## src/rtl/bsq_pkg.sv

```systemverilog
package bsq_pkg;

  localparam int BEAT_W = 2;

  typedef enum logic [1:0] {
    CYC_DESEL = 2'b00,
    CYC_BEGIN = 2'b01,
    CYC_CONT  = 2'b10,
    CYC_SUSP  = 2'b11
  } cyc_kind_t;

  // Low address bits of a given beat: additive or XOR order.
  function automatic logic [BEAT_W-1:0] beat_lsb(
    input logic [BEAT_W-1:0] start,
    input logic [BEAT_W-1:0] beat,
    input logic              xor_mode
  );
    logic [BEAT_W-1:0] sum;
    sum = start + beat;
    beat_lsb = xor_mode ? (start ^ beat) : sum;
  endfunction

  // Beat index after one advance; wraps naturally at four.
  function automatic logic [BEAT_W-1:0] beat_next(input logic [BEAT_W-1:0] beat);
    logic [BEAT_W-1:0] one;
    one = 1;
    beat_next = beat + one;
  endfunction

endpackage

```

## src/rtl/bsq_strobe_decode.sv

```systemverilog
module bsq_strobe_decode (
  input  logic pstrb_n,
  input  logic cstrb_n,
  input  logic adv_n,
  input  logic sel1_n,
  input  logic sel2,
  input  logic sel3_n,
  input  logic active,
  output logic p_start,
  output logic c_start,
  output logic sel_ok,
  output logic do_load,
  output logic do_step,
  output logic do_hold,
  output logic do_desel
);

  logic strobe;

  // sel1_n high masks the processor strobe entirely.
  assign p_start = ~pstrb_n & ~sel1_n;
  // Controller strobe counts only when the processor strobe does not.
  assign c_start = ~cstrb_n & ~p_start;
  assign strobe  = p_start | c_start;
  assign sel_ok  = ~sel1_n & sel2 & ~sel3_n;

  always_comb begin
    do_load  = 1'b0;
    do_step  = 1'b0;
    do_hold  = 1'b0;
    do_desel = 1'b0;
    if (strobe) begin
      do_load  = sel_ok;
      do_desel = ~sel_ok;
    end else if (!active) begin
      do_desel = 1'b1;
    end else if (!adv_n) begin
      do_step = 1'b1;
    end else begin
      do_hold = 1'b1;
    end
  end

endmodule

```

## src/rtl/bsq_burst_counter.sv

```systemverilog
module bsq_burst_counter
  import bsq_pkg::*;
#(
  parameter int ADDR_W = 20
) (
  input  logic              clk,
  input  logic              rst,
  input  logic              load,
  input  logic              step,
  input  logic              order_xor,
  input  logic [ADDR_W-1:0] ext_addr,
  output logic [ADDR_W-1:0] mem_addr,
  output logic [BEAT_W-1:0] beat_idx
);

  localparam int HI_W = ADDR_W - BEAT_W;

  logic [BEAT_W-1:0] base_q;
  logic [BEAT_W-1:0] beat_q;
  logic [BEAT_W-1:0] lsb_q;
  logic [BEAT_W-1:0] beat_d;

  assign beat_d = beat_next(beat_q);

  always_ff @(posedge clk) begin
    if (rst) begin
      base_q <= '0;
      beat_q <= '0;
      lsb_q  <= '0;
    end else if (load) begin
      base_q <= ext_addr[BEAT_W-1:0];
      beat_q <= '0;
      lsb_q  <= ext_addr[BEAT_W-1:0];
    end else if (step) begin
      beat_q <= beat_d;
      lsb_q  <= beat_lsb(base_q, beat_d, order_xor);
    end
  end

  generate
    if (HI_W > 0) begin : g_hi
      logic [HI_W-1:0] hi_q;
      always_ff @(posedge clk) begin
        if (rst)       hi_q <= '0;
        else if (load) hi_q <= ext_addr[ADDR_W-1:BEAT_W];
      end
      assign mem_addr = {hi_q, lsb_q};
    end else begin : g_lo_only
      assign mem_addr = lsb_q;
    end
  endgenerate

  assign beat_idx = beat_q;

endmodule

```

## src/rtl/bsq_cycle_reg.sv

```systemverilog
module bsq_cycle_reg
  import bsq_pkg::*;
(
  input  logic      clk,
  input  logic      rst,
  input  logic      load,
  input  logic      p_start,
  input  logic      step,
  input  logic      hold,
  input  logic      desel,
  input  logic      wr_req,
  output cyc_kind_t kind,
  output logic      wr
);

  always_ff @(posedge clk) begin
    if (rst) begin
      kind <= CYC_DESEL;
      wr   <= 1'b0;
    end else if (load) begin
      kind <= CYC_BEGIN;
      wr   <= p_start ? 1'b0 : wr_req;
    end else if (step) begin
      kind <= CYC_CONT;
      wr   <= wr_req;
    end else if (hold) begin
      kind <= CYC_SUSP;
      wr   <= wr_req;
    end else if (desel) begin
      kind <= CYC_DESEL;
      wr   <= 1'b0;
    end
  end

endmodule

```

## src/rtl/burst_addr_seq.sv

```systemverilog
module burst_addr_seq
  import bsq_pkg::*;
#(
  parameter int ADDR_W = 20
) (
  input  logic              clk,
  input  logic              rst,
  input  logic              pstrb_n,
  input  logic              cstrb_n,
  input  logic              adv_n,
  input  logic              sel1_n,
  input  logic              sel2,
  input  logic              sel3_n,
  input  logic              order_xor,
  input  logic              wr_req,
  input  logic [ADDR_W-1:0] ext_addr,
  output logic [ADDR_W-1:0] mem_addr,
  output logic [1:0]        cyc_kind,
  output logic              cyc_wr
);

  // Named internal events, visible to the bound checker.
  logic              ev_p_start;
  logic              ev_c_start;
  logic              ev_sel_ok;
  logic              ev_load;
  logic              ev_step;
  logic              ev_hold;
  logic              ev_desel;
  logic              burst_active;
  logic [BEAT_W-1:0] beat_idx;
  cyc_kind_t         kind_q;

  assign burst_active = (kind_q != CYC_DESEL);

  bsq_strobe_decode u_dec (
    .pstrb_n  (pstrb_n),
    .cstrb_n  (cstrb_n),
    .adv_n    (adv_n),
    .sel1_n   (sel1_n),
    .sel2     (sel2),
    .sel3_n   (sel3_n),
    .active   (burst_active),
    .p_start  (ev_p_start),
    .c_start  (ev_c_start),
    .sel_ok   (ev_sel_ok),
    .do_load  (ev_load),
    .do_step  (ev_step),
    .do_hold  (ev_hold),
    .do_desel (ev_desel)
  );

  bsq_burst_counter #(.ADDR_W(ADDR_W)) u_cnt (
    .clk       (clk),
    .rst       (rst),
    .load      (ev_load),
    .step      (ev_step),
    .order_xor (order_xor),
    .ext_addr  (ext_addr),
    .mem_addr  (mem_addr),
    .beat_idx  (beat_idx)
  );

  bsq_cycle_reg u_cyc (
    .clk     (clk),
    .rst     (rst),
    .load    (ev_load),
    .p_start (ev_p_start),
    .step    (ev_step),
    .hold    (ev_hold),
    .desel   (ev_desel),
    .wr_req  (wr_req),
    .kind    (kind_q),
    .wr      (cyc_wr)
  );

  assign cyc_kind = kind_q;

endmodule

```

## config.mk

```make
export PLATFORM = sky130hd
export DESIGN_NAME = burst_addr_seq
export DESIGN_NICKNAME = d
export VERILOG_FILES = /design/src/rtl/bsq_pkg.sv /design/src/rtl/bsq_strobe_decode.sv /design/src/rtl/bsq_burst_counter.sv /design/src/rtl/bsq_cycle_reg.sv /design/src/rtl/burst_addr_seq.sv
export SDC_FILE = /design/constraint.sdc
export NUM_CORES = 1
export LEC_CHECK = 0
export ABC_AREA = 1
export BUFFER_PORTS_ARGS = -buffer_cell sky130_fd_sc_hd__buf_2
export CAP_MARGIN = 20
export CORE_MARGIN = 2
export CORE_UTILIZATION = 45
export DETAILED_ROUTE_END_ITERATION = 16
export HOLD_SLACK_MARGIN = 0.1
export PLACE_DENSITY = 0.86
export SETUP_SLACK_MARGIN = 0.5
export SYNTH_ARGS = -nofsm -noshare
export SYNTH_HDL_FRONTEND = slang
export SYNTH_SLANG_ARGS = --single-unit
```

## constraint.sdc

```tcl
create_clock -name clk -period 1.1 [get_ports clk]
set_input_delay 0.11 -clock clk [delete_from_list [all_inputs] [get_ports clk]]
set_output_delay 0.11 -clock clk [all_outputs]
set_load 0.02 [all_outputs]
```

Word level (Yosys, flattened, before mapping)
Index checks and enable logic that the tools add are counted.

storage, ports and cells
  register bits = 27
  bits of input ports = 30
  output and inout bits = 23

cells by class
  mux-type cells = 21
  add/sub/neg operators = 2
  bitwise gates (word level) = 12
  reductions and logical operators = 5

operators with widths
  cell                                                            count
  1-bit 2-to-1 mux                                                15
  2-bit 2-to-1 mux                                                6
  1-bit NOT                                                       6
  1-bit bitwise AND                                               4
  2-bit nonzero test                                              2
  4-bit nonzero test                                              1
  3-bit nonzero test                                              1
  2-bit by 1-bit adder with 2-bit output (second input constant)  1
  2-bit adder                                                     1
  2-bit OR reduction                                              1
  2-bit bitwise XOR                                               1
  1-bit bitwise OR                                                1

Logic depth before layout (Yosys ltp)
Gate-level depths: netlist of run 1.

  depth in word-level cells = 10
  mapped depth = 8
  mapped depth without buffers = 8

Modules after synthesis
A second synthesis of run 1 with hierarchy kept.

unflattened totals
  cell total of the unflattened synthesis = 160
  area total of the unflattened synthesis = 1232.4 um2

modules (own cells, without submodules)
  module             instances  cells an instance  seq. area each (um2)  area each (um2)
  bsq_burst_counter  1          119                480.5                 979.7
  bsq_cycle_reg      1          20                 60.1                  147.6
  bsq_strobe_decode  1          18                 0.0                   93.8
  burst_addr_seq     1          3                  0.0                   11.3

Worst setup path after synthesis of run 1
OpenSTA, ideal clock, no wires.

  path kind = reg-to-reg
  start point = register u_cyc.kind[0]
  end point = register u_cnt.lsb_q[0]
  path buffers = 0
  setup slack = 6 ps
  period minus slack after synthesis = 1094 ps
  stages on the path, launching flop included = 8
  arrival time = 983 ps
  library setup time = 111 ps
  path through = dfxtp_1 -> nor2_1 -> nor2_1 -> nand2_2 -> nand2_1 -> nor2_1 -> nor2_1 -> nor2_1

between the ends
  word-level cells in the longest chain between the ends = 4

ends and longest elaborated chain
  element                              RTL line                 text
  from (decl)                          bsq_cycle_reg.sv:12      output cyc_kind_t kind,
  from (signal assigned)               bsq_cycle_reg.sv:18      kind <= CYC_DESEL;
  from (signal assigned)               bsq_cycle_reg.sv:21      kind <= CYC_BEGIN;
  from (signal assigned)               bsq_cycle_reg.sv:24      kind <= CYC_CONT;
  2-bit nonzero test                   burst_addr_seq.sv:34     assign burst_active = (kind_q != CYC_DESEL);
  1-bit 2-to-1 mux                     bsq_strobe_decode.sv:35  end else if (!active) begin
  1-bit 2-to-1 mux                     bsq_strobe_decode.sv:32  if (strobe) begin
  2-bit nonzero test (no source line)  n/a
  to (signal assigned)                 bsq_burst_counter.sv:33  lsb_q <= ext_addr[BEAT_W-1:0];
  to (signal assigned)                 bsq_burst_counter.sv:36  lsb_q <= beat_lsb(base_q, beat_d, order_xor);
  to (decl)                            bsq_burst_counter.sv:20  logic [BEAT_W-1:0] lsb_q;

Every way passes these cells.
A chain may end at the register's enable or synchronous reset.

Worst setup path in the final report of run 1
  start point = register u_cnt.beat_q[0] (netlist: u_cnt.beat_idx[0])
  end point = register u_cnt.lsb_q[1]

between the ends
  word-level cells in the longest chain between the ends = 5

ends and longest elaborated chain
  element                                 RTL line                 text
  from (decl)                             bsq_burst_counter.sv:19  logic [BEAT_W-1:0] beat_q;
  from (signal assigned)                  bsq_burst_counter.sv:35  beat_q <= beat_d;
  2-bit by 1-bit adder with 2-bit output  bsq_pkg.sv:27            beat_next = beat + one;
  via u_cnt.beat_d[0]                     bsq_burst_counter.sv:21  logic [BEAT_W-1:0] beat_d;
  2-bit adder                             bsq_pkg.sv:19            sum = start + beat;
  2-bit 2-to-1 mux                        bsq_pkg.sv:20            beat_lsb = xor_mode ? (start ^ beat) : sum;
  2-bit 2-to-1 mux                        bsq_burst_counter.sv:34  end else if (step) begin
  2-bit 2-to-1 mux                        bsq_burst_counter.sv:30  end else if (load) begin

The timed path passes the listed nets, and every way through them passes these cells. The select of a mux whose other input is x is not followed.

==> metrics, run 1 <==
Hold Crit Class=in -> reg; share of the synthesized area in the top cell type=47.8%; global-route wire length before repair=5.46 mm; worst slack, placed=0.0184 ns; RSZ-0062 raised after global routing=true; Antenna Nets Post-Route=0; Die ar.=2930 um^2; Post-DP HPWL=2.14 mm; Seq. cell area=579 um^2; Via density=5.42; register area share after synthesis=47.8%; fraction of layout cells with a size suffix above 1=77.6%; clk buf depth=2; total track usage=26.5%; die height=54.1 um; total negative slack=-0.0364 ns; depth of the worst register-to-register path=7; maximum number of pins on one net before global-route repair=20; Slew @ Worst Pin=0.300 ns; core area=2430 um^2; Final WS setup=-0.0260 ns; critical path type=reg -> reg; cell count after synthesis=153; DRT iter0 DRCs=38; Placed Area=1530 um^2; Main synth FF type=dfxtp_1; top-count cell post-synth=nor2_1; post-route cell area=2190 um^2; Commonest cells post-synth=nor2_1, dfxtp_1, nand2_1; H-Tree Depth=1; n_diodes=0; DR pass1 iterations=4; Sink Count=27; area delta synth->final=93.6%; number of global-route vias before repair=1232; max cap viols=0; power density over cell area=947 nW/um^2; Worst Clk Skew=0.0122 ns; Fill cells=93; GR Overflow Total=0; failing checks=hold timing, setup timing; EDFF count, synth=0; Die Wd=54.1 um; static leakage=0.984 nW; Worst Path Max Fanout=2; number of remaining DRC errors=0; mean post-synth cell area=7.38 um^2; CP Data Required Time=1.38 ns; Relative slew margins=80.0%; Ports=53; CP Launch Type=flip-flop; Worst VDD drop=0.981 mV; endpoints failing hold=2; Initial Util=46.5%; Placed Cells incl. Taps=238; Routability Congestion=0.819; non-filler cells, final=253; initial antenna violation count=0; Min Clock Period, post-route=1.13 ns; crit end category=flip-flop; nets=255; status=complete, but fails checks; WL/cell=18.3 um; multi-input logic area=811 um^2; Rows=18; Mapped Nets=184; CTS tree=done; Slew Limit Fails=0; Vias=1371; #FFs+latches synth=27; clk_lat worst skew=0.34 ns; setup violators final=2; CTS Root Cell=clkbuf_4; DRT Wirelength=4.64 mm; achievable frequency=0.888 GHz; hold path depth=3; Unique masters post-synth=20; top cells by area in the synthesized netlist=dfxtp_1, nor2_1, o21ai_1; Final period util=102%; Post-synth ARST share=0%; mapped cell area=1130 um^2; Inserted Clock Buffers=3; PortBufs=52; clk slew on worst S/H paths=0.16 ns; Yosys top cell by area=dfxtp_1; YS warnings=0; worst path arrival time=1.40 ns; hold slack=-0.00788 ns
[state kept, by name, summed over array words and instances, names as in the netlist]
| register | count |
|---|---|
| u_cnt.base_q | 2 |
| u_cnt.beat_idx | 2 |
| u_cyc.wr | 1 |
| u_cnt.g_hi.hi_q | 18 |
| u_cyc.kind | 2 |
| u_cnt.lsb_q | 2 |
[where the power goes]
group / total [mW] / switching (mW) / internal [mW]
Clock: 0.459 / 0.320 / 0.139
Combinational: 0.547 / 0.281 / 0.267
Sequential: 1.06 / 0.0448 / 1.02
Total: 2.07 / 0.645 / 1.43
[worst paths after layout]
check / start / end / slack, ns
worst min register to register: u_cnt.base_q[1] / u_cnt.base_q[1] / 0.50
worst max-delay path: u_cnt.beat_idx[0] / u_cnt.lsb_q[1] / -0.03
worst min-delay path: wr_req / u_cyc.wr / -0.008
worst max register to register: u_cnt.beat_idx[0] / u_cnt.lsb_q[1] / -0.03
[placed cells by master (no fill, tap or decap), types with 2 or more instances in the layout]
master,instances
buf_8,3
clkbuf_4,3
nand3b_1,2
nor2_1,14
nor2_4,23
nand2_1,14
inv_1,9
o21ai_2,17
buf_2,26
buf_4,10
dfxtp_1,2
nand3_1,3
a21oi_1,2
dfxtp_2,22
buf_12,3
nand2_2,8
dfxtp_4,3
inv_2,4
a21oi_2,3
buf_6,29
nor2_2,8
nand2_4,3
[final cells by class]
| cell class | count | share of cell area (%) |
|---|---|---|
| sequential | 27 | 26.5 |
| clock buffer | 3 | 1.03 |
| multi-input combinational | 106 | 37.1 |
| clock inverter | 1 | 0.343 |
| inverter | 14 | 2.97 |
| timing repair buffer | 72 | 30.4 |
| tap | 30 | 1.72 |
[logic make-up after synthesis]
group	synth area share [%]
AO/OA/AOI/OAI	12.3
adder cells (fa/ha/maj)	1.11
buffers and inverters	8.97
flip-flops	47.8
AND/OR/NAND/NOR	29.8
[layer usage]
metal / wire length, um / vias to the layer above / global-route usage (%) / part of all wire (%)
li1: - / 626 / - / -
met1: 1510 / 624 / 27.6 / 32
met2: 2490 / 95 / 52.8 / 54
met3: 358 / 26 / 5.83 / 7.7
met4: 279 / 0 / 5.83 / 6.0
met5: 0 / - / 0 / 0
[through the flow]
step           utilization [%]  hold slack [ns]  power (mW)
2_1_floorplan                -            0.177        1.25
3_3_place_gp              62.9            0.340        1.38
3_5_place_dp              62.9            0.349        1.39
4_1_cts                   78.1          -0.0165        1.93
5_1_grt                   89.9          -0.0145        2.15
6_report                  89.9         -0.00788        2.07
[what timing repair did]
item | in CTS | in global routing
pin swaps | 23 | 29
gates resized for setup | 95 | 73
setup buffers | 5 | 5
endpoints found under the hold margin | 23 | 23
cloned | 1 | 0
endpoints found under the setup margin | 50 | 50
[critical path, stage by stage (launching register included)]
cell and delay (ns):
dfxtp_2 0.38, inv_2 0.06, ha_4 0.16, nand3_1 0.11, nand2_1 0.07, nand2_1 0.08, nand3_2 0.07, a21oi_2 0.13
Power figures use the tool's default switching activity.
==> inputs of run 2 (changes only) <==
==> constraint.sdc (replaced) <==
create_clock -name clk -period 1.2 [get_ports clk]
set_input_delay 0.12 -clock clk [delete_from_list [all_inputs] [get_ports clk]]
set_output_delay 0.12 -clock clk [all_outputs]
set_load 0.02 [all_outputs]
==> run 2 against run 1 <==
Effect of this change:
- global-route usage grew 4.1 points
- first-iteration DRC count grew 97%
- non-clock buffer count is 20 higher
- largest power group unchanged
- clock-buffer cell count grew 1
- critical path type unchanged
- final area rose by 4.5%
- the flow now finishes without violations
- cell count up 7.9%
==> metrics, run 2 (same netlist as run 1, synthesis figures left out) <==
status=complete, no violations; fraction of layout cells with a size suffix above 1=63.8%; reg2reg start=u_cnt.beat_idx[0]; crit end category=flip-flop; total negative slack=0 ns; multi-input logic area=739 um^2; Via density=5.57; CP Launch Type=flip-flop; Slew @ Worst Pin=0.275 ns; WL/cell=20.5 um; RSZ-0062 raised after global routing=true; Int Pwr=1.34 mW; Sink Count=27; achievable frequency=0.854 GHz; core area=2430 um^2; Routability Congestion=0.748; final core utilization=94.0%; crit-path cells=inv_2 -> ha_4 -> nand3_1 -> nand2_1 -> nand2_1 -> nand3_2 -> a21oi_2; Final period util=97.6%; clk_lat worst skew=0.34 ns; Seq. cell area=576 um^2; Inserted Clock Buffers=3; endpoints failing hold=0; GR Overflow Total=0; Worst Path Max Fanout=2; maximum number of pins on one net before global-route repair=21; n_diodes=0; CP Data Required Time=1.48 ns; total track usage=30.5%; Worst VDD drop=0.959 mV; initial antenna violation count=0; Die Wd=54.1 um; Psw=598 uW; max FFs per register=18; die height=54.1 um; Fill cells=75; power density over cell area=849 nW/um^2; Sw Share=30.8%; DR pass1 iterations=4; DRT Wirelength=5.60 mm; CP max stage cell=dfxtp_2; Vias=1521; combinational power share=28.4%; Die ar.=2930 um^2; Hold Crit Class=in -> reg; CTS tree=done; power share of the clock group=21.2%; most frequent cells in the layout=buf_6, buf_2, dfxtp_2; clk buf depth=2; setup violators final=0; R2R Setup Slk=0.03 ns; Min Clock Period, post-route=1.17 ns; critical path type=reg -> reg; Antenna Nets Post-Route=0; WP buf/inv=1; number of global-route vias before repair=1378; global-route wire length before repair=6.15 mm; Relative slew margins=81.7%; Worst Clk Skew=0.000872 ns; Most common cell on crit path=nand2_1; worst path arrival time=1.45 ns; Initial Util=46.5%; Reg power frac=50.4%; Slew Limit Fails=0; commonest non-fill, non-tap cell in the layout=buf_6; max cap viols=0; clk slew on worst S/H paths=0.14 ns; depth of the worst register-to-register path=7; static leakage=1.08 nW; max incr delay on CP=0.38 ns; Ports=53; DRT iter0 DRCs=75; nets=275; Worst path top cell family by delay=simple AND/OR/NAND/NOR gates; WHS Endpoint=u_cyc.kind[0]; CTS Root Cell=clkbuf_4; Biggest register=u_cnt.g_hi.hi_q; Rows=18; r2r endpoint=u_cnt.lsb_q[1]; PortBufs=52; hold path depth=2; hold_buf cts=19; Worst Hold Launch=rst; H-Tree Depth=1; number of remaining DRC errors=0; area delta synth->final=102%; Post-DP HPWL=2.02 mm
==> run 2: cell count changes in the layout (fill, tap and decap cells not counted), sizes merged <==
cell / previous run / this run
buf: 72 / 71
clkbuf: 3 / 6
clkinvlp: 1 / 0
dlygate4sd3: 0 / 15
dlymetal6s4s: 0 / 4
==> run 2: what timing repair did <==
action / CTS / global route
pin swaps: 9 / 35
gates resized for setup: 70 / 70
setup endpoints to repair: 49 / 49
gates cloned: 0 / 1
buffers inserted: 7 / 8
hold endpoints to repair: 23 / 4
==> run 2: how the worst max path moves through the flow <==
stage / start / to / cells after the start
final: u_cnt.beat_idx[0] / u_cnt.lsb_q[1] / 7
after global routing: u_cnt.beat_idx[0] / u_cnt.lsb_q[1] / 7
after CTS: u_cnt.beat_idx[0] / u_cnt.lsb_q[1] / 8
after detailed placement: sel1_n / u_cnt.g_hi.hi_q[3] / 8
after global placement: sel1_n / u_cnt.g_hi.hi_q[3] / 8
after floorplan: u_cyc.kind[0] / u_cnt.lsb_q[0] / 7
==> run 2: final cells by class <==
| type | count | share of cell area [%] |
|---|---|---|
| Inverter | 14 | 2.85 |
| Clock buffer | 4 | 1.15 |
| Timing Repair Buffer | 92 | 36.8 |
| Sequential cell | 27 | 25.2 |
| Tap cell | 30 | 1.64 |
| Multi-Input combinational cell | 106 | 32.3 |
==> run 2: routing by layer <==
layer / global-route usage [%] / share of wire, % / vias up / wire [um]
li1: - / - / 662 / -
met4: 18.8 / 6.9 / 0 / 387
met2: 57.9 / 52 / 107 / 2930
met1: 29.3 / 34 / 710 / 1900
met5: 0 / 0 / - / 0
met3: 6.94 / 6.8 / 42 / 382
==> run 2: worst register-to-register path: stages, from the launching register on <==
cell	delay (ns)
dfxtp_2	0.38
inv_2	0.06
ha_4	0.17
nand3_1	0.11
nand2_1	0.09
nand2_1	0.10
nand3_2	0.08
a21oi_2	0.14
==> run 2: per-stage QoR <==
step / cell area, um^2 / total power [mW] / hold WS [ns] / cells / setup WS, ns
finish: 2290 / 1.94 / 0.0221 / 273 / 0.0292
global route: 2290 / 2.00 / -0.00390 / 273 / -0.00368
CTS: 1960 / 1.76 / -0.00527 / 264 / 0.185
detailed placement: 1510 / 1.27 / 0.358 / 234 / 0.0264
global placement: 1510 / 1.26 / 0.350 / 234 / 0.0769
floorplan: 1200 / 1.15 / 0.187 / 153 / 0.234
==> run 2: power by group through the flow <==
stage	clock network (mW)	logic (mW)	registers (mW)
after floorplan	0	0.136	1.01
after global placement	0	0.294	0.968
after detailed placement	0	0.296	0.970
after CTS	0.401	0.401	0.961
after global routing	0.445	0.577	0.980
final	0.412	0.551	0.979
